File: src/rtl/rdy_window_pkg.sv
package rdy_window_pkg;

   typedef enum logic [1:0] {
      ST_SENSE  = 2'd0,
      ST_WINDOW = 2'd1,
      ST_XFER   = 2'd2
   } win_state_t;

endpackage

File: src/rtl/rdy_window_sync.sv
module rdy_window_sync #(
   parameter int STAGES    = 2,
   parameter bit RESET_VAL = 1'b1
) (
   input  logic clk,
   input  logic rst_n,
   input  logic d_in,
   output logic q_out
);

   logic [STAGES-1:0] stage_q;

   for (genvar gi = 0; gi < STAGES; gi++) begin : g_stage
      if (gi == 0) begin : g_first
         always_ff @(posedge clk or negedge rst_n) begin
            if (!rst_n) stage_q[gi] <= RESET_VAL;
            else        stage_q[gi] <= d_in;
         end
      end else begin : g_rest
         always_ff @(posedge clk or negedge rst_n) begin
            if (!rst_n) stage_q[gi] <= RESET_VAL;
            else        stage_q[gi] <= stage_q[gi-1];
         end
      end
   end

   assign q_out = stage_q[STAGES-1];

endmodule

File: src/rtl/rdy_window_timer.sv
module rdy_window_timer #(
   parameter int LIMIT = 16
) (
   input  logic clk,
   input  logic rst_n,
   input  logic run,
   input  logic clr,
   output logic expire
);

   localparam int CW = (LIMIT > 2) ? $clog2(LIMIT) : 1;
   localparam logic [CW-1:0] LAST = CW'(LIMIT - 1);

   logic [CW-1:0] cnt_q;

   assign expire = run && !clr && (cnt_q == LAST);

   always_ff @(posedge clk or negedge rst_n) begin
      if (!rst_n)                      cnt_q <= '0;
      else if (!run || clr || expire)  cnt_q <= '0;
      else                             cnt_q <= cnt_q + 1'b1;
   end

endmodule

File: src/rtl/rdy_window_ctrl.sv
module rdy_window_ctrl
   import rdy_window_pkg::*;
#(
   parameter int          ADDR_W      = 7,
   parameter int          SUB_W       = 2,
   parameter logic [6:0]  BASE_ADDR   = 7'h64,
   parameter int          SYNC_STAGES = 2,
   parameter int          TIMEOUT_CYC = 2_000_000,
   parameter int          WDT_CYC     = 5_000_000
) (
   input  logic              clk,
   input  logic              rst_n,
   input  logic              rdy_pin_in,
   input  logic              ev_start,
   input  logic              ev_rstart,
   input  logic              ev_stop,
   input  logic              ev_addr_match,
   input  logic              ev_byte_done,
   input  logic              conv_done,
   input  logic              sense_event,
   input  logic              slider_touch,
   input  logic [SUB_W-1:0]  cfg_sub_addr,
   input  logic              cfg_event_mode,
   input  logic              cfg_timeout_dis,
   input  logic              cfg_wdt_dis,
   output logic [ADDR_W-1:0] dev_addr,
   output logic              rdy_drive_low,
   output logic              conv_hold,
   output logic              drop_data,
   output logic              wdt_reset
);

   localparam logic [ADDR_W-1:0] BASE_EXT = ADDR_W'(BASE_ADDR);
   localparam bool_aligned_unused = 0;
   localparam bit BASE_ALIGNED = (BASE_EXT[SUB_W-1:0] == '0);

   // elaboration-time parameter checks
   if (SYNC_STAGES < 2) begin : g_bad_sync
      $error("SYNC_STAGES must be at least 2");
   end
   if (TIMEOUT_CYC < 2) begin : g_bad_tmo
      $error("TIMEOUT_CYC must be at least 2");
   end
   if (WDT_CYC < 2) begin : g_bad_wdt
      $error("WDT_CYC must be at least 2");
   end
   if (SUB_W < 1 || SUB_W >= ADDR_W) begin : g_bad_sub
      $error("SUB_W must lie between 1 and ADDR_W-1");
   end

   // address: splice the strap in when the base leaves room, else add
   if (BASE_ALIGNED) begin : g_addr_splice
      assign dev_addr = {BASE_EXT[ADDR_W-1:SUB_W], cfg_sub_addr};
   end else begin : g_addr_add
      assign dev_addr = BASE_EXT + ADDR_W'(cfg_sub_addr);
   end

   win_state_t state_q, state_nxt;
   logic host_level_s;
   logic [SYNC_STAGES-1:0] guard_q;
   logic req_now, pending_q, open_ok, grant;
   logic tmo_expire, wdt_expire;
   logic drop_q, wdt_q;
   logic drive;

   assign drive = (state_q != ST_SENSE);

   rdy_window_sync #(
      .STAGES    (SYNC_STAGES),
      .RESET_VAL (1'b1)
   ) u_sync (
      .clk   (clk),
      .rst_n (rst_n),
      .d_in  (rdy_pin_in),
      .q_out (host_level_s)
   );

   // mask own drive and the synchroniser latency after releasing
   always_ff @(posedge clk or negedge rst_n) begin
      if (!rst_n) guard_q <= '0;
      else        guard_q <= {guard_q[SYNC_STAGES-2:0], drive};
   end

   assign req_now = !host_level_s && !drive && !(|guard_q);
   assign open_ok = pending_q || req_now || !cfg_event_mode
                    || sense_event || slider_touch;
   assign grant   = (state_q == ST_SENSE) && conv_done && open_ok;

   always_ff @(posedge clk or negedge rst_n) begin
      if (!rst_n)      pending_q <= 1'b0;
      else if (grant)  pending_q <= 1'b0;
      else if (req_now) pending_q <= 1'b1;
   end

   rdy_window_timer #(.LIMIT(TIMEOUT_CYC)) u_tmo (
      .clk    (clk),
      .rst_n  (rst_n),
      .run    ((state_q == ST_WINDOW) && !cfg_timeout_dis),
      .clr    (1'b0),
      .expire (tmo_expire)
   );

   rdy_window_timer #(.LIMIT(WDT_CYC)) u_wdt (
      .clk    (clk),
      .rst_n  (rst_n),
      .run    (!cfg_wdt_dis),
      .clr    (ev_addr_match || ev_byte_done),
      .expire (wdt_expire)
   );

   always_comb begin
      state_nxt = state_q;
      unique case (state_q)
         ST_SENSE: begin
            if (grant) state_nxt = ST_WINDOW;
         end
         ST_WINDOW: begin
            if (ev_stop)         state_nxt = ST_SENSE;
            else if (ev_start)   state_nxt = ST_XFER;
            else if (tmo_expire) state_nxt = ST_SENSE;
         end
         ST_XFER: begin
            if (ev_stop) state_nxt = ST_SENSE;
         end
         default: state_nxt = ST_SENSE;
      endcase
   end

   always_ff @(posedge clk or negedge rst_n) begin
      if (!rst_n) begin
         state_q <= ST_SENSE;
         drop_q  <= 1'b0;
         wdt_q   <= 1'b0;
      end else begin
         state_q <= state_nxt;
         drop_q  <= (state_q == ST_WINDOW) && !ev_stop && !ev_start && tmo_expire;
         wdt_q   <= wdt_expire;
      end
   end

   assign rdy_drive_low = drive;
   assign conv_hold     = drive;
   assign drop_data     = drop_q;
   assign wdt_reset     = wdt_q;

endmodule

File: config.mk
export PLATFORM = sky130hd
export DESIGN_NAME = rdy_window_ctrl
export DESIGN_NICKNAME = d
export VERILOG_FILES = /design/src/rtl/rdy_window_pkg.sv /design/src/rtl/rdy_window_sync.sv /design/src/rtl/rdy_window_timer.sv /design/src/rtl/rdy_window_ctrl.sv
export SDC_FILE = /design/constraint.sdc
export NUM_CORES = 1
export LEC_CHECK = 0
export BUFFER_PORTS_ARGS = -buffer_cell sky130_fd_sc_hd__clkbuf_2
export CORE_MARGIN = 2
export CORE_UTILIZATION = 40
export CTS_CLUSTER_DIAMETER = 80
export DETAILED_ROUTE_END_ITERATION = 8
export PLACE_DENSITY = 0.65
export SLEW_MARGIN = 0
export SYNTH_ARGS = -nofsm -noshare
export SYNTH_HDL_FRONTEND = slang
export SYNTH_SLANG_ARGS = --single-unit
File: constraint.sdc
create_clock -name clk -period 2.3 [get_ports clk]
set_input_delay 0.23 -clock clk [delete_from_list [all_inputs] [get_ports clk]]
set_output_delay 0.23 -clock clk [all_outputs]
set_load 0.005 [all_outputs]
Yosys cells after proc, flatten, opt, wreduce, memory -nomap -nowiden
Cells that the tools add are included.

operators by class
  muxes and demuxes = 10
  bitwise operators = 0
  equal/unequal tests = 7
  add/sub/neg operators = 2
  reductions and logical operators = 34
  shifts and indexed selects = 0
  order comparisons = 0
  divide/modulo/power cells = 0
  multipliers = 0

operator list
  cell                                                                    number
  23-bit by 1-bit adder with 23-bit output (second input constant)        1
  23-bit equality test (second input constant)                            1
  23-bit two-way mux                                                      1
  21-bit by 1-bit adder with 21-bit output (second input constant)        1
  21-bit equality test (second input constant)                            1
  21-bit two-way mux                                                      1
  1-bit logical AND                                                       11
  1-bit logical NOT                                                       10
  2-bit two-way mux                                                       5
  1-bit logical OR                                                        8
  2-bit one-hot mux with 3 select lines                                   1
  2-bit != test (second input constant)                                   2
  4-bit != test (second input constant)                                   1
  2-bit nonzero test                                                      2
  3-bit AND reduction                                                     1
  2-bit by 1-bit equality test with 1-bit output (second input constant)  1
  2-bit equality test (second input constant)                             1
  2-bit logical NOT                                                       1
  1-bit two-way mux                                                       2
  2-bit OR reduction                                                      1

word-level totals
  bits in registers = 53
  ROM bits = 0
  memory bits (writable) = 0
  latch bits = 0
  memories kept = 0

Logic depth before layout (Yosys ltp)
Gate-level depths: netlist of the first run.

  depth in word-level cells = 11
  gate-level depth with buffers = 7
  depth with buffers taken out = 5

Hierarchy
A second synthesis of the first run with hierarchy kept.

unflattened totals
  cells, all modules = 277
  area, all modules = 2827.7 µm²

by module, submodules not included
  module                     sequential area each (µm²)  area each (µm²)  cells each  instances
  rdy_window_timer at u_wdt  575.6                       1332.5           135         1
  rdy_window_timer at u_tmo  525.5                       1094.8           107         1
  rdy_window_ctrl            175.2                       347.8            33          1
  rdy_window_sync            52.6                        52.6             2           1

Worst setup path after synthesis of the first run
No wires, ideal clock.

  kind = flip-flop to flip-flop
  from = register u_tmo.cnt_q[0]
  to = register state_q[0]
  buffers on the path = 1
  arrival time = 1586 ps
  setup slack = 593 ps
  stages on the path, launching flop included = 7
  library setup time = 122 ps
  cell sequence = dfrtp_1 > ha_1 > and4_1 > buf_4 > nand4b_1 > or4_1 > a32o_1

on the way
  longest elaborated chain between the ends = 4

ends and longest elaborated chain
  element                               line                    source
  from (decl)                           rdy_window_timer.sv:14  logic [CW-1:0] cnt_q;
  from (signal assigned)                rdy_window_timer.sv:21  else cnt_q <= cnt_q + 1'b1;
  21-bit equality test                  rdy_window_timer.sv:16  assign expire = run && !clr && (cnt_q == LAST);
  1-bit logical AND                     rdy_window_timer.sv:16
  4-bit != test (no source line)        -
  3-bit AND reduction (no source line)  -
  to (signal assigned)                  rdy_window_ctrl.sv:135  state_q <= state_nxt;
  to (decl)                             rdy_window_ctrl.sv:58   win_state_t state_q, state_nxt;

No other way between the ends.
A chain may end at the register's enable or synchronous reset.

Worst setup path in the final report of the first run
Ends and elaborated chain as after synthesis.

==> results of run 1 <==
-- where the power goes --
part | leakage [nW] | switching, mW | internal, mW
Sequential | 0.726 | 0.0140 | 0.958
Clock | 0.0447 | 0.322 | 0.220
Combinational | 0.393 | 0.0702 | 0.0380
Total | 1.16 | 0.406 | 1.22
-- cell usage in the layout (no fill, tap or decap), types with 2 or more instances in the layout --
cell / instances
a21oi_1: 19
nand2b_1: 2
ha_1: 2
xnor2_1: 7
o21ai_0: 14
clkbuf_2: 16
or3_1: 12
dfrtp_1: 51
conb_1: 5
o31ai_1: 3
and3_1: 2
nor4_1: 2
nand3_1: 17
xor2_1: 16
and3_2: 2
nand4_2: 3
nand4_1: 9
nor3b_1: 2
nor3_1: 6
inv_1: 6
nor2_1: 32
nor4bb_1: 2
nand2_1: 14
dfstp_2: 2
or4_1: 5
and2_1: 4
and4_1: 7
buf_4: 5
clkbuf_8: 5
-- worst max-delay path by stage --
stage | startpoint | endpoint | cells after the start
finish | u_tmo.cnt_q[0]$_DFF_PN0_ | state_q[0]$_DFFE_PN0P_ | 5
global route | u_tmo.cnt_q[0]$_DFF_PN0_ | u_tmo.cnt_q[18]$_DFF_PN0_ | 5
CTS | u_tmo.cnt_q[0]$_DFF_PN0_ | state_q[0]$_DFFE_PN0P_ | 5
detailed placement | u_tmo.cnt_q[0]$_DFF_PN0_ | state_q[0]$_DFFE_PN0P_ | 5
global placement | u_tmo.cnt_q[0]$_DFF_PN0_ | state_q[0]$_DFFE_PN0P_ | 5
floorplan | u_tmo.cnt_q[0]$_DFF_PN0_ | state_q[0]$_DFFE_PN0P_ | 6
-- sequential cells by signal, summed over array words and instances, names as in the netlist --
name            flops
u_wdt.cnt_q        23
u_tmo.cnt_q        21
guard_q             2
state_q             2
drop_data           1
pending_q           1
u_sync.q_out        1
u_sync.stage_q      1
wdt_reset           1
-- metal layers --
layer  share of wire  wire [microns]  vias to the layer above  GRT usage
met2            0.50            2390                       31      0.246
met3           0.032             154                        4     0.0318
met1            0.46            2210                      956      0.183
li1                -               -                      990          -
met5               0               0                        -          0
met4          0.0094              45                        0     0.0447
-- through the flow --
stage | instance area [sq um] | utilization | cells
3_5_place_dp | 2780 | 0.435 | 356
3_3_place_gp | 2780 | 0.435 | 356
2_1_floorplan | 2670 | - | 274
5_1_grt | 2880 | 0.451 | 365
4_1_cts | 2880 | 0.451 | 365
6_report | 2880 | 0.451 | 365
-- kinds of logic (layout without fill, tap and decap cells) --
| kind of cell | after synthesis | after routing | share of synthesized area |
|---|---|---|---|
| adder cells (fa/ha/maj) | 2 | 2 | 0.00941 |
| AND/OR/NAND/NOR | 129 | 129 | 0.281 |
| XOR/XNOR | 23 | 23 | 0.0758 |
| other | 2 | 5 | 0.00283 |
| buffers and inverters | 22 | 36 | 0.0485 |
| flip-flops | 53 | 53 | 0.500 |
| AO/OA/AOI/OAI | 40 | 40 | 0.0829 |
-- critical path, stage by stage, from the launching register on --
cell      delay [ns]
dfrtp_1         0.39
ha_1            0.21
and4_1          0.35
nand4b_1        0.14
or4_1           0.45
a32o_1          0.23
-- layout make-up --
type | count | area share
Clock inverter | 3 | 0.00869
Tap cell | 77 | 0.0334
Multi-Input combinational cell | 199 | 0.421
Sequential cell | 53 | 0.461
Inverter | 6 | 0.00782
Clock buffer | 5 | 0.0239
Timing Repair Buffer | 22 | 0.0443
-- repair_timing --
action,CTS,global route
buffers inserted,0,0
resized for setup,0,0
endpoints found under the hold margin,1,0
hold buffers,1,0
==> flow_summary.yaml, run 1 <==
outcome:
  outcome: "finished clean"
floorplan:
  fp.dieW_microns: 85.5
  io-pin-count: 27
  dieArea_sq_um: 7310
  floorplan.initialDensity: 0.416
  die_y_microns: 85.5
  fp.coreArea_sq_um: 6390
  rows: 29
timing:
  finalHoldViolCount: 0
  period_share: 0.809
  rsz0062_at_grt: "false"
  slew_violations: 0
  max_clock_freq_ghz: 0.538
  setup_viol: 0
  fin_ws_ns: 0.440
  clock_skew_ns: 0.0115
  worst-slew-pin-transition_ns: 0.661
  holdWs_ns: 0.0209
  relSlewSlack: 0.560
  post-route-min-period_ns: 1.86
  fin_setup_tns_ns: 0
routing:
  drt-pass1-iter-count: 4
  viasPerCell: 5.43
  drtAntennaViolNets: 0
  vias: 1981
  drt-total-wl_microns: 4800
  drc: 0
  drt-initial-drc-count: 73
  post_drt_wl_per_cell_microns: 13.2
global_route:
  grt_antenna_before_repair: 0
  grt_max_degree: 54
  grt-ovfl-total: 0
  grt_pass1_wl_microns: 8510
  grt_pass1_vias: 1908
  gr-usage-all-layers: 0.144
worst_setup_path:
  crit_fanout: 6
  start_kind: "flip-flop"
  required_ns: 2.51
  r2r-start: "u_tmo.cnt_q[0]$_DFF_PN0_"
  r2r_setup_slack_ns: 0.44
  critPathKind: "flip-flop to flip-flop"
  r2r_cells: 5
  end_kind: "flip-flop"
  cp.arrival_ns: 2.07
  r2r-end: "state_q[0]$_DFFE_PN0P_"
synth:
  synth-edff-count: 0
  async_flop_share: 1.00
  ys_ff_latch: 53
  yosys_warnings: 0
  synth_ff_type: "dfrtp_1"
  synth.distinct_cells: 42
  postSynthAreaPerCell_sq_um: 9.81
  synth_area_leaders: "dfrtp_1, xor2_1, nor2_1"
  netlist_instances: 271
  yosysMostFrequentCell: "dfrtp_1"
  synth_seq_area_share: 0.500
  yosysTopAreaCell: "dfrtp_1"
  synth_top_area_share: 0.480
  ys_top_cells_by_count: "dfrtp_1, nor2_1, a21oi_1"
  netlist_area_sq_um: 2660
clocking:
  cts_buffer_depth: 2
  clock_sinks: 53
  htreeDepth: 2
  path_clk_slew_ns: 0.11
  cts_buffers: 5
  insertion_delay_ns: 0.31
  cts_tree: "done"
  cts_root_buf: "clkbuf_8"
placed_design:
  io_buffers: 16
  dp_hpwl_microns: 3360
  place.gp.congestion: 0.800
  pre_cts_slack_ns: 0.423
finish:
  antenna_cells: 0
  drive_gt1_frac: 0.146
  fillers: 600
  multi_input_area_sq_um: 1210
  final_nets: 305
  seq_area_sq_um: 1330
  syn_to_final_growth_pct: 8.38
hold_path:
  hp-class: "input pin to async pin"
flow_run:
  maxCapViolCount: 0
power_and_ir_drop:
  pwr_density_cell_nw_per_um2: 563
  finalPower_mw: 1.62
  leakage_nw: 1.16
  irDropWorstVdd_uv: 370
No activity file was read; power rests on OpenSTA's default activity.
==> run 2, diff against run 1 <==
--- a/config.mk
+++ b/config.mk
@@ -5,12 +5,13 @@
 export SDC_FILE = /design/constraint.sdc
 export NUM_CORES = 1
 export LEC_CHECK = 0
+export ABC_AREA = 1
 export BUFFER_PORTS_ARGS = -buffer_cell sky130_fd_sc_hd__clkbuf_2
 export CORE_MARGIN = 2
 export CORE_UTILIZATION = 40
 export CTS_CLUSTER_DIAMETER = 80
 export DETAILED_ROUTE_END_ITERATION = 8
-export PLACE_DENSITY = 0.65
+export PLACE_DENSITY = 0.64
 export SLEW_MARGIN = 0
 export SYNTH_ARGS = -nofsm -noshare
 export SYNTH_HDL_FRONTEND = slang
==> constraint.sdc (replaced) <==
create_clock -name clk -period 1.9 [get_ports clk]
set_input_delay 0.19 -clock clk [delete_from_list [all_inputs] [get_ports clk]]
set_output_delay 0.19 -clock clk [all_outputs]
set_load 0.005 [all_outputs]
==> run 2 against run 1 <==
- clock power up 26%
- global-route usage up 1.9 points
- non-clock buffer count up 2
- combinational power up 42%
- cell count up 42%
- count of clock-buffer cells in the layout unchanged
- wire length up 21%
- fmax up 12%
- synthesized cell count up 47%
- critical path type unchanged
- critical endpoint is now u_tmo.cnt_q[15]$_DFF_PN0_
- largest cell class is now multi-input combinational cells
==> flow_summary.yaml, run 2 <==
routing:
  viasPerCell: 4.61
  highest_layer: "met4"
  met2_length_microns: 2750
  vias: 2391
  wl_met1_microns: 2710
  drc: 0
  drt-initial-drc-count: 116
  dr_wl_met3_microns: 127
  drtAntennaViolNets: 0
  post_drt_wl_per_cell_microns: 11.2
  drt-total-wl_microns: 5820
  drt-pass1-iter-count: 4
finish:
  mostFrequentLayoutCells: "nor2_1, nand2_1, dfrtp_1"
  max_flop_register: "u_wdt.cnt_q"
  largestRegisters: "u_wdt.cnt_q (23), u_tmo.cnt_q (21)"
  drive_gt1_frac: 0.0976
  final_nets: 437
  fillers: 753
  largest_reg_flops: 23
  antenna_cells: 0
  layout_commonest_cell: "nor2_1"
  instances_no_fill: 519
  syn_to_final_growth_pct: 9.93
clocking:
  cts_buffers: 5
  htreeDepth: 2
  path_clk_slew_ns: 0.11
  cts_buffer_depth: 2
  cts_resized: 0
  cts_root_buf: "clkbuf_8"
  cts_tree: "done"
  insertion_delay_ns: 0.32
  clock_sinks: 53
worst_setup_path:
  crit_chain: "ha_1 > nand3_1 > nor3_2 > nand3_1 > nand2_1 > buf_4 > nor2_1"
  critPathKind: "flip-flop to flip-flop"
  cp_common_cell: "nand3_1"
  crit_family: "simple AND/OR/NAND/NOR gates"
  end_kind: "flip-flop"
  start_kind: "flip-flop"
  r2r_setup_slack_ns: 0.24
  cp.arrival_ns: 1.87
  r2r-start: "u_tmo.cnt_q[0]$_DFF_PN0_"
  crit_buf_inv: 1
  startpoint: "u_tmo.cnt_q[0]$_DFF_PN0_"
  required_ns: 2.11
  r2r_cells: 7
  cp_slowest_cell: "dfrtp_1"
  r2r-end: "u_tmo.cnt_q[15]$_DFF_PN0_"
  crit_fanout: 11
  cpPeakStageDelay_ns: 0.45
synth:
  yosys_warnings: 0
  yosysTopAreaCell: "dfrtp_1"
  netlist_instances: 398
  synth_seq_area_share: 0.455
  yosysMostFrequentCell: "nor2_1"
  netlist_area_sq_um: 2920
  ys_ff_latch: 53
  synth_area_leaders: "dfrtp_1, nor2_1, nand2_1"
  synth.distinct_cells: 26
  postSynthAreaPerCell_sq_um: 7.34
  ys_top_cells_by_count: "nor2_1, nand2_1, dfrtp_1"
  async_flop_share: 1.00
  synth_ff_type: "dfrtp_1"
  synth_top_area_share: 0.437
  synth-edff-count: 0
timing:
  max_clock_freq_ghz: 0.601
  fin_setup_tns_ns: 0
  relSlewSlack: 0.651
  worst-slew-pin-transition_ns: 0.523
  clock_skew_ns: 0.0136
  setup_viol: 0
  post-route-min-period_ns: 1.66
  finalHoldViolCount: 0
  period_share: 0.876
  rsz0062_at_grt: "false"
  slew_violations: 0
floorplan:
  rows: 31
  dieArea_sq_um: 8010
  die_y_microns: 89.5
  io-pin-count: 27
  fp.coreArea_sq_um: 7180
  fp.dieW_microns: 89.5
  floorplan.initialDensity: 0.407
hold_path:
  hp-class: "input pin to flip-flop"
  hold_end: "pending_q$_DFFE_PN0P_"
  min_path_cells: 2
  hp-start: "conv_done"
placed_design:
  io_buffers: 16
  place.gp.congestion: 0.840
  dp.cells: 509
  dp_hpwl_microns: 4470
outcome:
  outcome: "finished clean"
global_route:
  grt-ovfl-total: 0
  grt_pass1_wl_microns: 10200
  grt_antenna_before_repair: 0
  gr-usage-all-layers: 0.163
  grt_max_degree: 35
  grt_pass1_vias: 2386
flow_run:
  maxCapViolCount: 0
power_and_ir_drop:
  irDropWorstVdd_uv: 363
  pwr_density_cell_nw_per_um2: 627
  leakage_nw: 1.19
-- run 2: through the flow --
stage	util	hold slack (ns)	cell area (sq um)	setup slack, ns	power [mW]
4_1_cts	0.448	0.0573	3210	0.224	2.05
6_report	0.448	0.0697	3210	0.236	2.01
5_1_grt	0.448	0.0575	3210	0.00752	2.11
2_1_floorplan	-	-0.106	2930	0.422	1.30
3_5_place_dp	0.432	0.190	3100	0.247	1.36
3_3_place_gp	0.432	0.190	3100	0.295	1.35
-- run 2: what timing repair did --
item                                   in CTS  in global routing
buffers inserted                            0                  0
endpoints found under the hold margin      18                  0
hold buffers                                2                  0
-- run 2: worst max-delay path by stage --
| stage | slack [ns] | depth (start not counted) | to |
|---|---|---|---|
| after floorplan | 0.42 | 9 | u_wdt.cnt_q[11]$_DFF_PN0_ |
| after global placement | 0.30 | 7 | u_tmo.cnt_q[11]$_DFF_PN0_ |
| after detailed placement | 0.25 | 7 | u_tmo.cnt_q[20]$_DFF_PN0_ |
| after CTS | 0.22 | 7 | u_tmo.cnt_q[10]$_DFF_PN0_ |
| after global routing | 0.008 | 7 | u_tmo.cnt_q[15]$_DFF_PN0_ |
| final | 0.24 | 7 | u_tmo.cnt_q[15]$_DFF_PN0_ |
-- run 2: cell families after synthesis --
group / count (synthesis) / synth area share
xor+xnor: 29 / 0.0869
other cells: 2 / 0.00257
flops: 53 / 0.455
compound gates: 6 / 0.0124
fa+ha+maj: 2 / 0.00856
simple gates: 261 / 0.360
buf+inv: 45 / 0.0745
-- run 2: routing by layer --
layer | GRT usage | up-vias
met5 | 0 | -
met4 | 0.0841 | 0
met3 | 0.0305 | 21
met2 | 0.275 | 36
met1 | 0.198 | 1099
li1 | - | 1235
-- run 2: area by class of cell --
type | instances | area, sq um | area share
Inverter | 32 | 120 | 0.0374
Tap cell | 99 | 124 | 0.0386
Timing Repair Buffer | 24 | 158 | 0.0491
Multi-Input combinational cell | 303 | 1390 | 0.432
Clock inverter | 3 | 26.3 | 0.00818
Sequential cell | 53 | 1330 | 0.414
Clock buffer | 5 | 68.8 | 0.0214
-- run 2: where the power goes --
group          total (mW)  internal, mW  switching, mW
registers            1.18          1.16         0.0179
clock network       0.681         0.269          0.412
logic               0.153        0.0542         0.0993
total                2.01          1.48          0.529
==> run 3, diff against run 2 <==
--- a/config.mk
+++ b/config.mk
@@ -11,7 +11,7 @@
 export CORE_UTILIZATION = 40
 export CTS_CLUSTER_DIAMETER = 80
 export DETAILED_ROUTE_END_ITERATION = 8
-export PLACE_DENSITY = 0.64
+export PLACE_DENSITY = 0.67
 export SLEW_MARGIN = 0
 export SYNTH_ARGS = -nofsm -noshare
 export SYNTH_HDL_FRONTEND = slang
==> constraint.sdc (replaced) <==
create_clock -name clk -period 1.4 [get_ports clk]
set_input_delay 0.14 -clock clk [delete_from_list [all_inputs] [get_ports clk]]
set_output_delay 0.14 -clock clk [all_outputs]
set_load 0.005 [all_outputs]
==> run 3 against run 2 <==
- sequential cell count did not move
- wire length is 8.1% higher
- sequential share of layout area shrank 4.4 points
- highest routed layer unchanged
- register-to-register slack worse by 0.23 ns
==> flow_summary.yaml, run 3 (synthesized netlist as in run 2, its figures left out) <==
outcome:
  outcome: "finished clean"
routing:
  drc: 0
  drt-total-wl_microns: 6290
  viasPerCell: 4.59
  drtAntennaViolNets: 0
  post_drt_wl_per_cell_microns: 11.5
  vias: 2508
  drt-pass1-iter-count: 4
  drt-initial-drc-count: 187
global_route:
  gr-usage-all-layers: 0.163
  grt_pass1_vias: 2325
  grt-ovfl-total: 0
  grt_pass1_wl_microns: 10200
  grt_antenna_before_repair: 0
  grt_max_degree: 24
hold_path:
  hold_end: "state_q[1]$_DFFE_PN0P_"
  hp-class: "input pin to flip-flop"
  hp-start: "ev_stop"
  min_path_cells: 2
power_and_ir_drop:
  finalPower_mw: 2.80
  leakage_nw: 1.36
  irDropWorstVdd_uv: 351
  pwr_density_cell_nw_per_um2: 776
worst_setup_path:
  crit_fanout: 6
  crit_chain: "ha_4 > inv_4 > nor2_4 > inv_2 > nor2_4 > nand3_4 > nand2_4 > nor2_1"
  r2r-end: "u_wdt.cnt_q[10]$_DFF_PN0_"
  crit_buf_inv: 2
  cp_slowest_cell: "dfrtp_1"
  r2r_setup_slack_ns: 0.003
  r2r_cells: 8
  start_kind: "flip-flop"
  r2r-start: "u_wdt.cnt_q[0]$_DFF_PN0_"
  required_ns: 1.60
  end_kind: "flip-flop"
  crit_family: "simple AND/OR/NAND/NOR gates"
  cp_common_cell: "nor2_4"
  cp.arrival_ns: 1.59
  cpPeakStageDelay_ns: 0.41
  critPathKind: "flip-flop to flip-flop"
finish:
  largest_reg_flops: 23
  antenna_cells: 0
  fillers: 669
  syn_to_final_growth_pct: 23.5
  fin_util: 0.503
  stdcell_area_sq_um: 3610
  drive_gt1_frac: 0.225
  layout_commonest_cell: "nand2_1"
  mostFrequentLayoutCells: "nand2_1, nor2_1, dfrtp_1"
  final_nets: 465
  max_flop_register: "u_wdt.cnt_q"
  instances_no_fill: 547
  largestRegisters: "u_wdt.cnt_q (23), u_tmo.cnt_q (21)"
placed_design:
  pre_cts_slack_ns: -0.0453
  dp_hpwl_microns: 4470
  io_buffers: 16
  place_area_sq_um: 3220
  dp.cells: 522
  place.gp.congestion: 0.890
clocking:
  clock_sinks: 53
  insertion_delay_ns: 0.31
  cts_tree: "done"
  cts_buffer_depth: 2
  path_clk_slew_ns: 0.10
  cts_buffers: 5
  cts_root_buf: "clkbuf_8"
  htreeDepth: 2
timing:
  finalHoldViolCount: 0
  rsz0062_at_grt: "true"
  slew_violations: 0
  worst-slew-pin-transition_ns: 0.926
  holdWs_ns: 0.0234
  max_clock_freq_ghz: 0.716
  setup_viol: 0
  clock_skew_ns: 0.0138
  period_share: 0.998
  post-route-min-period_ns: 1.40
  fin_ws_ns: 0.00339
  fin_setup_tns_ns: 0
  relSlewSlack: 0.379
floorplan:
  floorplan.initialDensity: 0.407
  rows: 31
  fp.dieW_microns: 89.5
  die_y_microns: 89.5
  fp.coreArea_sq_um: 7180
  dieArea_sq_um: 8010
  io-pin-count: 27
flow_run:
  maxCapViolCount: 0
[run 3: cell types whose count changed in the layout (fill, tap and decap cells not counted), sizes merged]
cell	previous run	this run
clkbuf	21	22
buf	6	31
clkinvlp	2	0
clkinv	0	1
nand2	110	113
[run 3: final cells by class]
type	instances	area, sq um	area share
multi-input combinational	306	1570	0.436
clock buffer	6	82.6	0.0229
clock inverter	2	17.5	0.00485
tap	99	124	0.0343
sequential	53	1330	0.369
inverter	32	123	0.0340
timing repair buffer	49	357	0.0988
[run 3: routing by layer]
| layer | share of wire | track usage | up-vias |
|---|---|---|---|
| li1 | - | - | 1291 |
| met1 | 0.49 | 0.228 | 1158 |
| met2 | 0.46 | 0.256 | 51 |
| met3 | 0.037 | 0.0332 | 8 |
| met4 | 0.011 | 0.0488 | 0 |
| met5 | 0 | 0 | - |
[run 3: what timing repair did]
item | CTS | global route
hold buffers | 2 | 0
resized for setup | 4 | 40
hold endpoints to repair | 30 | 0
buffers inserted | 0 | 11
setup endpoints to repair | 26 | 45
cloned | 0 | 4
pin swaps | 1 | 10
[run 3: worst max path at each step]
stage	start	to	slack, ns	cells after the start
4_1_cts	u_tmo.cnt_q[0]$_DFF_PN0_	u_tmo.cnt_q[16]$_DFF_PN0_	0.009	7
5_1_grt	u_wdt.cnt_q[1]$_DFF_PN0_	u_wdt.cnt_q[22]$_DFF_PN0_	-0.08	8
3_5_place_dp	u_tmo.cnt_q[0]$_DFF_PN0_	u_tmo.cnt_q[16]$_DFF_PN0_	-0.05	7
2_1_floorplan	u_tmo.cnt_q[0]$_DFF_PN0_	u_tmo.cnt_q[16]$_DFF_PN0_	0.0006	8
6_report	u_wdt.cnt_q[0]$_DFF_PN0_	u_wdt.cnt_q[10]$_DFF_PN0_	0.003	8
3_3_place_gp	u_wdt.cnt_q[0]$_DFF_PN0_	u_wdt.cnt_q[22]$_DFF_PN0_	-0.006	8
[run 3: worst reg2reg max path: cells and delay by family (launching register included)]
family,cells,cell delay [ns]
AND/OR/NAND/NOR,5,0.62
adder cells (fa/ha/maj),1,0.16
flip-flops,1,0.41
buffers and inverters,2,0.10
[run 3: power breakdown]
part           internal (mW)  total [mW]  switching (mW)
Sequential              1.58        1.60          0.0226
Clock                  0.411       0.932           0.520
Combinational          0.108       0.270           0.162
Total                   2.10        2.80           0.705
